File: src/rtl/rec_pkg.sv
package rec_pkg;

    localparam int unsigned DATA_W = 32;
    localparam int unsigned TE_BIT = 31;

    typedef enum logic [1:0] {
        ST_IDLE       = 2'd0,
        ST_WAIT_DRAIN = 2'd1,
        ST_WAIT_BOUND = 2'd2,
        ST_APPLY      = 2'd3
    } rec_state_e;

endpackage

File: src/rtl/rec_txn_tracker.sv
// Tracks whether a transaction is partly transferred and how many
// translated requests are still awaiting completion.
module rec_txn_tracker #(
    parameter int unsigned CNT_W = 4
) (
    input  logic             clk,
    input  logic             rst_n,
    input  logic             beat_valid,
    input  logic             beat_last,
    input  logic             beat_ready,
    input  logic             cpl,
    output logic             in_txn,
    output logic [CNT_W-1:0] outstanding,
    output logic             at_max
);

    localparam logic [CNT_W-1:0] CNT_MAX = {CNT_W{1'b1}};
    localparam logic [CNT_W-1:0] CNT_ONE = {{(CNT_W-1){1'b0}}, 1'b1};

    typedef struct packed {
        logic             in_txn;
        logic [CNT_W-1:0] cnt;
    } trk_s;

    trk_s trk_d, trk_q;
    logic accept;
    logic start;
    logic inc;
    logic dec;

    always_comb begin
        trk_d  = trk_q;
        accept = beat_valid && beat_ready;
        start  = accept && !trk_q.in_txn;
        inc    = start && (trk_q.cnt != CNT_MAX);
        dec    = cpl && (trk_q.cnt != '0);
        if (accept) begin
            trk_d.in_txn = !beat_last;
        end
        unique case ({inc, dec})
            2'b10:   trk_d.cnt = trk_q.cnt + CNT_ONE;
            2'b01:   trk_d.cnt = trk_q.cnt - CNT_ONE;
            default: trk_d.cnt = trk_q.cnt;
        endcase
    end

    always_ff @(posedge clk) begin
        if (!rst_n) begin
            trk_q <= '0;
        end else begin
            trk_q <= trk_d;
        end
    end

    assign in_txn      = trk_q.in_txn;
    assign outstanding = trk_q.cnt;
    assign at_max      = (trk_q.cnt == CNT_MAX);

endmodule

File: src/rtl/rec_cmd_fsm.sv
// Sequences one enable/disable command: drain, boundary, apply.
module rec_cmd_fsm
    import rec_pkg::*;
(
    input  logic clk,
    input  logic rst_n,
    input  logic cmd_valid,
    input  logic cmd_te,
    input  logic drained,
    input  logic in_txn,
    output logic idle,
    output logic remap
);

    typedef struct packed {
        rec_state_e state;
        logic       target;
        logic       remap;
    } fsm_s;

    fsm_s fsm_d, fsm_q;

    always_comb begin
        fsm_d = fsm_q;
        unique case (fsm_q.state)
            ST_IDLE: begin
                // a request equal to the present state is simply re-confirmed
                if (cmd_valid && (cmd_te != fsm_q.remap)) begin
                    fsm_d.target = cmd_te;
                    fsm_d.state  = ST_WAIT_DRAIN;
                end
            end
            ST_WAIT_DRAIN: begin
                if (drained) begin
                    fsm_d.state = ST_WAIT_BOUND;
                end
            end
            ST_WAIT_BOUND: begin
                if (!in_txn) begin
                    fsm_d.state = ST_APPLY;
                end
            end
            ST_APPLY: begin
                fsm_d.remap = fsm_q.target;
                fsm_d.state = ST_IDLE;
            end
            default: fsm_d.state = ST_IDLE;
        endcase
    end

    always_ff @(posedge clk) begin
        if (!rst_n) begin
            fsm_q <= '{state: ST_IDLE, target: 1'b0, remap: 1'b0};
        end else begin
            fsm_q <= fsm_d;
        end
    end

    assign idle  = (fsm_q.state == ST_IDLE);
    assign remap = fsm_q.remap;

endmodule

File: src/rtl/rec_reg_port.sv
// Decodes the command and status offsets; registered read data.
module rec_reg_port
    import rec_pkg::*;
#(
    parameter int unsigned ADDR_W   = 8,
    parameter int unsigned CMD_OFS  = 'h18,
    parameter int unsigned STAT_OFS = 'h1C
) (
    input  logic              clk,
    input  logic              rst_n,
    input  logic              wr_en,
    input  logic              wr_ready,
    input  logic              rd_en,
    input  logic [ADDR_W-1:0] addr,
    input  logic              wdata_te,
    input  logic              status,
    output logic              cmd_valid,
    output logic              cmd_te,
    output logic [DATA_W-1:0] rdata
);

    localparam logic [ADDR_W-1:0] CMD_A  = ADDR_W'(CMD_OFS);
    localparam logic [ADDR_W-1:0] STAT_A = ADDR_W'(STAT_OFS);

    typedef struct packed {
        logic [DATA_W-1:0] rdata;
    } rp_s;

    rp_s rp_d, rp_q;

    always_comb begin
        rp_d      = rp_q;
        cmd_valid = wr_en && wr_ready && (addr == CMD_A);
        cmd_te    = wdata_te;
        if (rd_en) begin
            rp_d.rdata = '0;
            if (addr == STAT_A) begin
                rp_d.rdata[TE_BIT] = status;
            end
        end
    end

    always_ff @(posedge clk) begin
        if (!rst_n) begin
            rp_q <= '0;
        end else begin
            rp_q <= rp_d;
        end
    end

    assign rdata = rp_q.rdata;

endmodule

File: src/rtl/remap_enable_ctrl.sv
module remap_enable_ctrl
    import rec_pkg::*;
#(
    parameter int unsigned ADDR_W   = 8,
    parameter int unsigned CNT_W    = 4,
    parameter int unsigned CMD_OFS  = 'h18,
    parameter int unsigned STAT_OFS = 'h1C
) (
    input  logic              clk,
    input  logic              rst_n,
    input  logic              reg_wr_en,
    input  logic              reg_rd_en,
    input  logic [ADDR_W-1:0] reg_addr,
    input  logic [31:0]       reg_wdata,
    output logic              reg_wr_ready,
    output logic [31:0]       reg_rdata,
    input  logic              dma_req_valid,
    input  logic              dma_req_last,
    output logic              dma_req_ready,
    input  logic              dma_cpl,
    output logic              remap_active
);

    logic             in_txn;
    logic [CNT_W-1:0] outstanding;
    logic             at_max;
    logic             cmd_idle;
    logic             remap;
    logic             cmd_valid;
    logic             cmd_te;
    logic             unused_wdata;

    assign unused_wdata = ^reg_wdata[TE_BIT-1:0];

    // a started transaction always runs to its last beat; a new one
    // starts only while no command is pending and the count has room
    assign dma_req_ready = in_txn || (cmd_idle && !at_max);
    assign reg_wr_ready  = cmd_idle;
    assign remap_active  = remap;

    rec_txn_tracker #(
        .CNT_W(CNT_W)
    ) u_trk (
        .clk        (clk),
        .rst_n      (rst_n),
        .beat_valid (dma_req_valid),
        .beat_last  (dma_req_last),
        .beat_ready (dma_req_ready),
        .cpl        (dma_cpl),
        .in_txn     (in_txn),
        .outstanding(outstanding),
        .at_max     (at_max)
    );

    rec_cmd_fsm u_fsm (
        .clk      (clk),
        .rst_n    (rst_n),
        .cmd_valid(cmd_valid),
        .cmd_te   (cmd_te),
        .drained  (outstanding == '0),
        .in_txn   (in_txn),
        .idle     (cmd_idle),
        .remap    (remap)
    );

    rec_reg_port #(
        .ADDR_W  (ADDR_W),
        .CMD_OFS (CMD_OFS),
        .STAT_OFS(STAT_OFS)
    ) u_reg (
        .clk      (clk),
        .rst_n    (rst_n),
        .wr_en    (reg_wr_en),
        .wr_ready (cmd_idle),
        .rd_en    (reg_rd_en),
        .addr     (reg_addr),
        .wdata_te (reg_wdata[TE_BIT]),
        .status   (remap),
        .cmd_valid(cmd_valid),
        .cmd_te   (cmd_te),
        .rdata    (reg_rdata)
    );

endmodule

File: config.mk
export PLATFORM = sky130hd
export DESIGN_NAME = remap_enable_ctrl
export DESIGN_NICKNAME = d
export VERILOG_FILES = /design/src/rtl/rec_pkg.sv /design/src/rtl/rec_txn_tracker.sv /design/src/rtl/rec_cmd_fsm.sv /design/src/rtl/rec_reg_port.sv /design/src/rtl/remap_enable_ctrl.sv
export SDC_FILE = /design/constraint.sdc
export NUM_CORES = 1
export LEC_CHECK = 0
export ABC_AREA = 1
export BUFFER_PORTS_ARGS = -buffer_cell sky130_fd_sc_hd__buf_4
export CORE_UTILIZATION = 34
export CTS_CLUSTER_SIZE = 30
export DETAILED_ROUTE_END_ITERATION = 8
export PLACE_DENSITY_LB_ADDON = 0.1
export SETUP_SLACK_MARGIN = 0.4
export SYNTH_ARGS = -nofsm -noshare
export SYNTH_HDL_FRONTEND = slang
export SYNTH_SLANG_ARGS = --single-unit
File: constraint.sdc
create_clock -name clk -period 1.8 [get_ports clk]
set_clock_uncertainty 0.15 [all_clocks]
set_input_delay 0.09 -clock clk [delete_from_list [all_inputs] [get_ports clk]]
set_output_delay 0.09 -clock clk [all_outputs]
set_load 0.005 [all_outputs]
# Word level (Yosys, flattened, before mapping)
# Cells that the tools add are included.
dict set report classes {
  addsub 2
  eq_ne 13
  n_mux 6
  reduce_logical 18
}
# cell n
set op_table {}
lappend op_table {{$eq A8 B5 Y1 const B} 2}
lappend op_table {{$logic_and A1 B1 Y1} 8}
lappend op_table {{$pmux W2 S4} 1}
lappend op_table {{$pmux W4 S2} 1}
lappend op_table {{$eq A2 B2 Y1 const B} 3}
lappend op_table {{$add A4 B1 Y4 const B} 1}
lappend op_table {{$eq A2 B1 Y1 const B} 2}
lappend op_table {{$eq A4 B4 Y1 const B} 1}
lappend op_table {{$logic_not A4 Y1} 1}
lappend op_table {{$mux W2} 2}
lappend op_table {{$ne A2 B1 Y1 const B} 2}
lappend op_table {{$ne A4 B4 Y1 const B} 1}
lappend op_table {{$reduce_bool A4 Y1} 1}
lappend op_table {{$sub A4 B1 Y4 const B} 1}
lappend op_table {{$logic_not A1 Y1} 3}
lappend op_table {{$mux W3} 1}
lappend op_table {{$reduce_and A3 Y1} 1}
lappend op_table {{$logic_not A2 Y1} 1}
lappend op_table {{$ne A2 B2 Y1 const B} 1}
lappend op_table {{$reduce_and A2 Y1} 1}
lappend op_table {{$reduce_bool A2 Y1} 1}
lappend op_table {{$logic_or A1 B1 Y1} 1}
lappend op_table {{$mux W1} 1}
lappend op_table {{$ne A1 B1 Y1} 1}
dict set report totals {
  register_bits 10
  in_bits 47
  wordCells 45
}

# Depth between registers and ports, before layout
dict set report logic_depth {
  ltp_word 9
  depth_mapped 12
  depth_no_buf 12
}

# Modules after synthesis
# Synthesis repeated with hierarchy kept, for this count alone.
dict set report hier_totals {
  hier_cells 142
  area_unflattened_um2 965.9
}
# module instances cells_each area_each_um2
set modules_own_cells {}
lappend modules_own_cells {rec_txn_tracker 1 49 335.3}
lappend modules_own_cells {rec_reg_port 1 48 330.3}
lappend modules_own_cells {rec_cmd_fsm 1 36 262.8}
lappend modules_own_cells {remap_enable_ctrl 1 9 37.5}

# Worst setup path after synthesis
# OpenSTA, ideal clock, no wires.
dict set report synth_path {
  kind {register -> register}
  startpoint {register u_fsm.fsm_q[2] in the netlist's numbering}
  endpoint {register u_trk.trk_q (netlist bit u_trk.outstanding[3])}
  t_arrival_ns 1.878
  required_ns 1.580
  setup_slack_ns -0.298
  path_stages_with_launch 13
  path_buffers 0
  period_less_slack_ns 2.098
  path_cell_list {dfxtp_1 -> inv_1 -> ha_1 -> nand2_1 -> nand2_1 -> nand3_1 -> ha_1 -> ha_1 -> a21oi_1 -> nand2_1 -> xnor2_1 -> nand2_1 -> a21oi_1}
}
dict set report synth_via {
  elab_chain_len 8
  elab_cells_between_ends 10
  cone_classes {eq/ne: 2; mux: 1; reduce/logical: 7}
}
# item line
set synth_rtl {}
lappend synth_rtl {{from (decl)} rec_cmd_fsm.sv:21} ;# fsm_s fsm_d, fsm_q;
lappend synth_rtl {{from (signal assigned)} rec_cmd_fsm.sv:53} ;# fsm_q <= '{state: ST_IDLE, target: 1'b0, remap: 1'b0};
lappend synth_rtl {{from (signal assigned)} rec_cmd_fsm.sv:55} ;# fsm_q <= fsm_d;
lappend synth_rtl {{$logic_not A2 Y1 (*)} rec_cmd_fsm.sv:59} ;# assign idle = (fsm_q.state == ST_IDLE);
lappend synth_rtl {{named net reg_wr_ready} remap_enable_ctrl.sv:15} ;# output logic reg_wr_ready,
lappend synth_rtl {{$logic_and A1 B1 Y1 (*)} remap_enable_ctrl.sv:37} ;# assign dma_req_ready = in_txn || (cmd_idle && !at_max);
lappend synth_rtl {{$logic_or A1 B1 Y1 (*)} remap_enable_ctrl.sv:37}
lappend synth_rtl {{named net dma_req_ready} remap_enable_ctrl.sv:19} ;# output logic dma_req_ready,
lappend synth_rtl {{$logic_and A1 B1 Y1 (*)} rec_txn_tracker.sv:33} ;# accept = beat_valid && beat_ready;
lappend synth_rtl {{$logic_and A1 B1 Y1 (*)} rec_txn_tracker.sv:34} ;# start = accept && !trk_q.in_txn;
lappend synth_rtl {{$logic_and A1 B1 Y1 (*)} rec_txn_tracker.sv:35} ;# inc = start && (trk_q.cnt != CNT_MAX);
lappend synth_rtl {{$eq A2 B1 Y1 or $eq A2 B2 Y1 (tied branches)} rec_txn_tracker.sv:40} ;# unique case ({inc, dec})
lappend synth_rtl {{$pmux W4 S2 or $reduce_bool A2 Y1 (tied branches)} --}
lappend synth_rtl {{to (signal assigned)} rec_txn_tracker.sv:51} ;# trk_q <= trk_d;
lappend synth_rtl {{to (decl)} rec_txn_tracker.sv:25} ;# trk_s trk_d, trk_q;
# Mark *: on every way through the listed nets, which the timed path passes. The rest lies on a longest branch.
# A chain may end at the register's enable or synchronous reset.

# Final worst setup path
dict set report layout_path {
  startpoint {register u_fsm.fsm_q[3] in the netlist's numbering}
  endpoint {register u_trk.trk_q (netlist bit u_trk.outstanding[3])}
}
dict set report layout_via {
  elab_chain_len 8
  elab_cells_between_ends 10
  cone_classes {eq/ne: 2; mux: 1; reduce/logical: 7}
}
# item line
set layout_rtl {}
lappend layout_rtl {{$logic_not A2 Y1 (*)} rec_cmd_fsm.sv:59}
lappend layout_rtl {{$logic_and A1 B1 Y1 (*)} remap_enable_ctrl.sv:37}
lappend layout_rtl {{$logic_or A1 B1 Y1 (*)} remap_enable_ctrl.sv:37}
lappend layout_rtl {{$logic_and A1 B1 Y1 (*)} rec_txn_tracker.sv:33}
lappend layout_rtl {{$logic_and A1 B1 Y1 (*)} rec_txn_tracker.sv:34}
lappend layout_rtl {{$logic_and A1 B1 Y1 (*)} rec_txn_tracker.sv:35}
lappend layout_rtl {{$eq A2 B1 Y1 or $eq A2 B2 Y1 (tied branches)} rec_txn_tracker.sv:40}
lappend layout_rtl {{$pmux W4 S2 or $reduce_bool A2 Y1 (tied branches)} --}
# Every way passes the cells marked *; elsewhere a longest branch is shown, timed or not.

==> metrics.txt <==
r2r startpoint u_fsm.fsm_q[3]; count of routing violations after the opening detailed-route iteration 7; grt total ovfl 0; worst setup path endpoint u_trk.outstanding[3]; Synth Area per Inst 7.15 sq um; capture point of the worst reg-to-reg path u_trk.outstanding[3]; Synth area leader buf_4; pin count of the biggest net entering global routing 7; required time of the critical path 1.85 ns; Max-cap violations 0; maximum clock rate 526 MHz; dominant cell type by count on the critical path ha_4; global-route wire length before repair 2.95 mm; library cell contributing the largest single delay on the critical path dfxtp_2; number of iterations in the first detailed-routing pass 4; antenna viol nets, final 0; number of antenna violations at the first check in global routing 0; Die Outline Area 0.00292 sq mm; maximum root-to-sink buffer count 2; clock latency at the later pin of the worst-skew pair between 0.2 and 0.3 ns; Top FF cell, synth dfxtp_1; Post-route DRC 0; Setup violations, final 3; number of enable flip-flop cells after synthesis 0; post-synthesis instance area about 900 sq um; Starting Density 0.366; Area growth syn-to-layout 43.3%; final net count 231; count of cell types in the netlist 21; clock-pin slew reported for the worst setup and hold paths after clock tree synthesis 0.07 ns; number of H-tree levels 1; final number of hold-violating endpoints 0; setup slack of the critical path after layout -0.101 ns; category of the critical setup timing path register to register; outcome finished with violations; fill cell count 256; Setup crit start u_fsm.fsm_q[3]; cells traversed along the worst timing path inv_2, ha_4, nand2_2, nand2_2, nand3_2, ha_4, ha_4, a21oi_2, nand2_1, xnor2_1, nand2_1, a21oi_1; CTS tree yes; P per Cell Area roughly 1300 mW/mm^2; number of port buffers 19; clock buffers created by TritonCTS 3; static leakage roughly 0.68 nW; startpoint class of the critical path register; Detailed Place HPWL 1.43 mm; Worst Reg2Reg Path Length in Cells 12; violations in the final reports negative setup slack; Hold Crit Class primary input to register; via count roughly 850; Critical Path Fanout Max 4; RSZ-0062 raised after global routing yes; count of yosys warnings during synthesis 0; Die Ht 54.1 microns; max-slew violation count 0; commonest cells in the synthesized netlist buf_4 (31), nand2_1 (18), inv_1 (17); Synth Instances 129; flop-to-flop setup slack -0.10 ns; layout cells sized above 1 0.406; share of the synthesized area in the top cell type 0.252; Worst Path Arrival 1.95 ns; Root Driver clkbuf_4; Post-Route Setup TNS -0.207 ns; Sink Count 10; biggest cell delay along the critical path about 0.32 ns; overall global routing resource usage 0.145; sum of routed wire length over all layers about 1.9 mm; via count of the first global-routing pass 762; number of top-level design ports 82; die boundary width 54.1 microns; Rows 18; core utilization of the finished layout 0.524; Avg WL per Cell 9.14 microns; Placer Congestion 0.755; number of antenna diodes 0; endpoint class of the critical path register; register bit total from synthesis 10; maximum ir drop on the vdd rail 0.000820 V; Synth async-reset ratio 0; ranking of synthesized cells by area buf_4 (25%), dfxtp_1 (22%), ha_1 (9.5%); post-synthesis sequential area ratio 0.217; final worst path period need 1.90 ns; standard cell core area 0.00252 sq mm; via-per-instance ratio 4.14; post-route fraction of the period consumed by the critical path 1.06; top-count cell post-synth buf_4
==> layout make-up <==
type	count	area, sq um	area share
inverter	18	70.1	0.0530
tap	30	37.5	0.0284
sequential	10	206	0.156
clock buffer	4	36.3	0.0275
multi-input combinational	100	621	0.470
timing repair buffer	43	350	0.265
==> worst min-delay path by stage <==
| stage | start | to | slack, ns | cells after the start |
|---|---|---|---|---|
| after floorplan | rst_n | u_fsm.fsm_q[3] | 0.05 | 2 |
| after global placement | reg_rd_en | u_reg.rdata[31] | 0.21 | 4 |
| after detailed placement | reg_rd_en | u_reg.rdata[31] | 0.21 | 4 |
| after CTS | reg_addr[2] | u_reg.rdata[31] | 0.05 | 5 |
| after global routing | reg_addr[2] | u_reg.rdata[31] | 0.08 | 5 |
| final | reg_addr[2] | u_reg.rdata[31] | 0.05 | 5 |
==> metrics by stage <==
stage | power (W) | worst slack [ns] | area (sq um) | std cells | hold slack [ns]
after floorplan | 0.000948 | -0.0418 | 1090 | 159 | 0.0533
after global placement | 0.00122 | -0.0340 | 1140 | 190 | 0.211
after detailed placement | 0.00126 | -0.0585 | 1140 | 190 | 0.209
after CTS | 0.00160 | -0.0698 | 1280 | 203 | 0.0476
after global routing | 0.00185 | -0.243 | 1320 | 205 | 0.0813
final | 0.00167 | -0.101 | 1320 | 205 | 0.0499
==> sequential cells by signal (all words and copies together) (netlist names) <==
signal	flops
u_trk.outstanding	4
u_fsm.fsm_q	3
u_fsm.remap	1
u_reg.rdata	1
u_trk.in_txn	1
==> worst max-delay path, delay by kind of cell, from the launching register on <==
family,cells,cell delay [ns]
adders and majority gates,3,0.55
AOI/OAI and AO/OA,2,0.24
buffers and inverters,1,0.07
xor gates and xnor gates,1,0.15
and+or+nand+nor,5,0.35
DFF,1,0.32
==> per-layer routing <==
metal / wire [microns] / global-route usage / vias up
met2: 955 / 0.259 / 39
met1: 754 / 0.153 / 370
met4: 34 / 0.0812 / 0
met5: 0 / 0 / -
li1: - / - / 436
met3: 128 / 0.0339 / 4
==> power breakdown <==
part / leakage, nW / total (W) / switching (W) / internal (W)
combinational: 0.573 / 0.00113 / 0.000510 / 0.000621
sequential: 0.0836 / 0.000329 / 0.0000417 / 0.000287
clock: 0.0210 / 0.000207 / 0.0000843 / 0.000123
total: 0.677 / 0.00167 / 0.000636 / 0.00103
==> cell families (layout without fill, tap and decap cells) <==
kind of cell    Yosys count  count (layout)  synth area share
compound gates           15              15             0.103
buf+inv                  49              65             0.326
simple gates             43              43             0.205
xor+xnor                  3               3            0.0285
other cells               1              31           0.00407
flops                    10              10             0.217
fa+ha+maj                 8               8             0.117
==> what timing repair did <==
| action | CTS | global route |
|---|---|---|
| setup buffers | 4 | 2 |
| pin swaps | 7 | 16 |
| hold endpoints to repair | 7 | 0 |
| endpoints found under the setup margin | 8 | 9 |
| hold buffers | 5 | 0 |
| gates resized for setup | 9 | 6 |
==> cell usage in the layout (no fill, tap or decap), types with 5 or more instances in the layout <==
master,n
buf_4,34
conb_1,31
nand2_1,16
inv_1,13
nor2_1,11
a21oi_1,6
dlygate4sd3_1,5
dfxtp_1,5
dfxtp_2,5
Note: power is estimated with default switching activity, not from simulation.
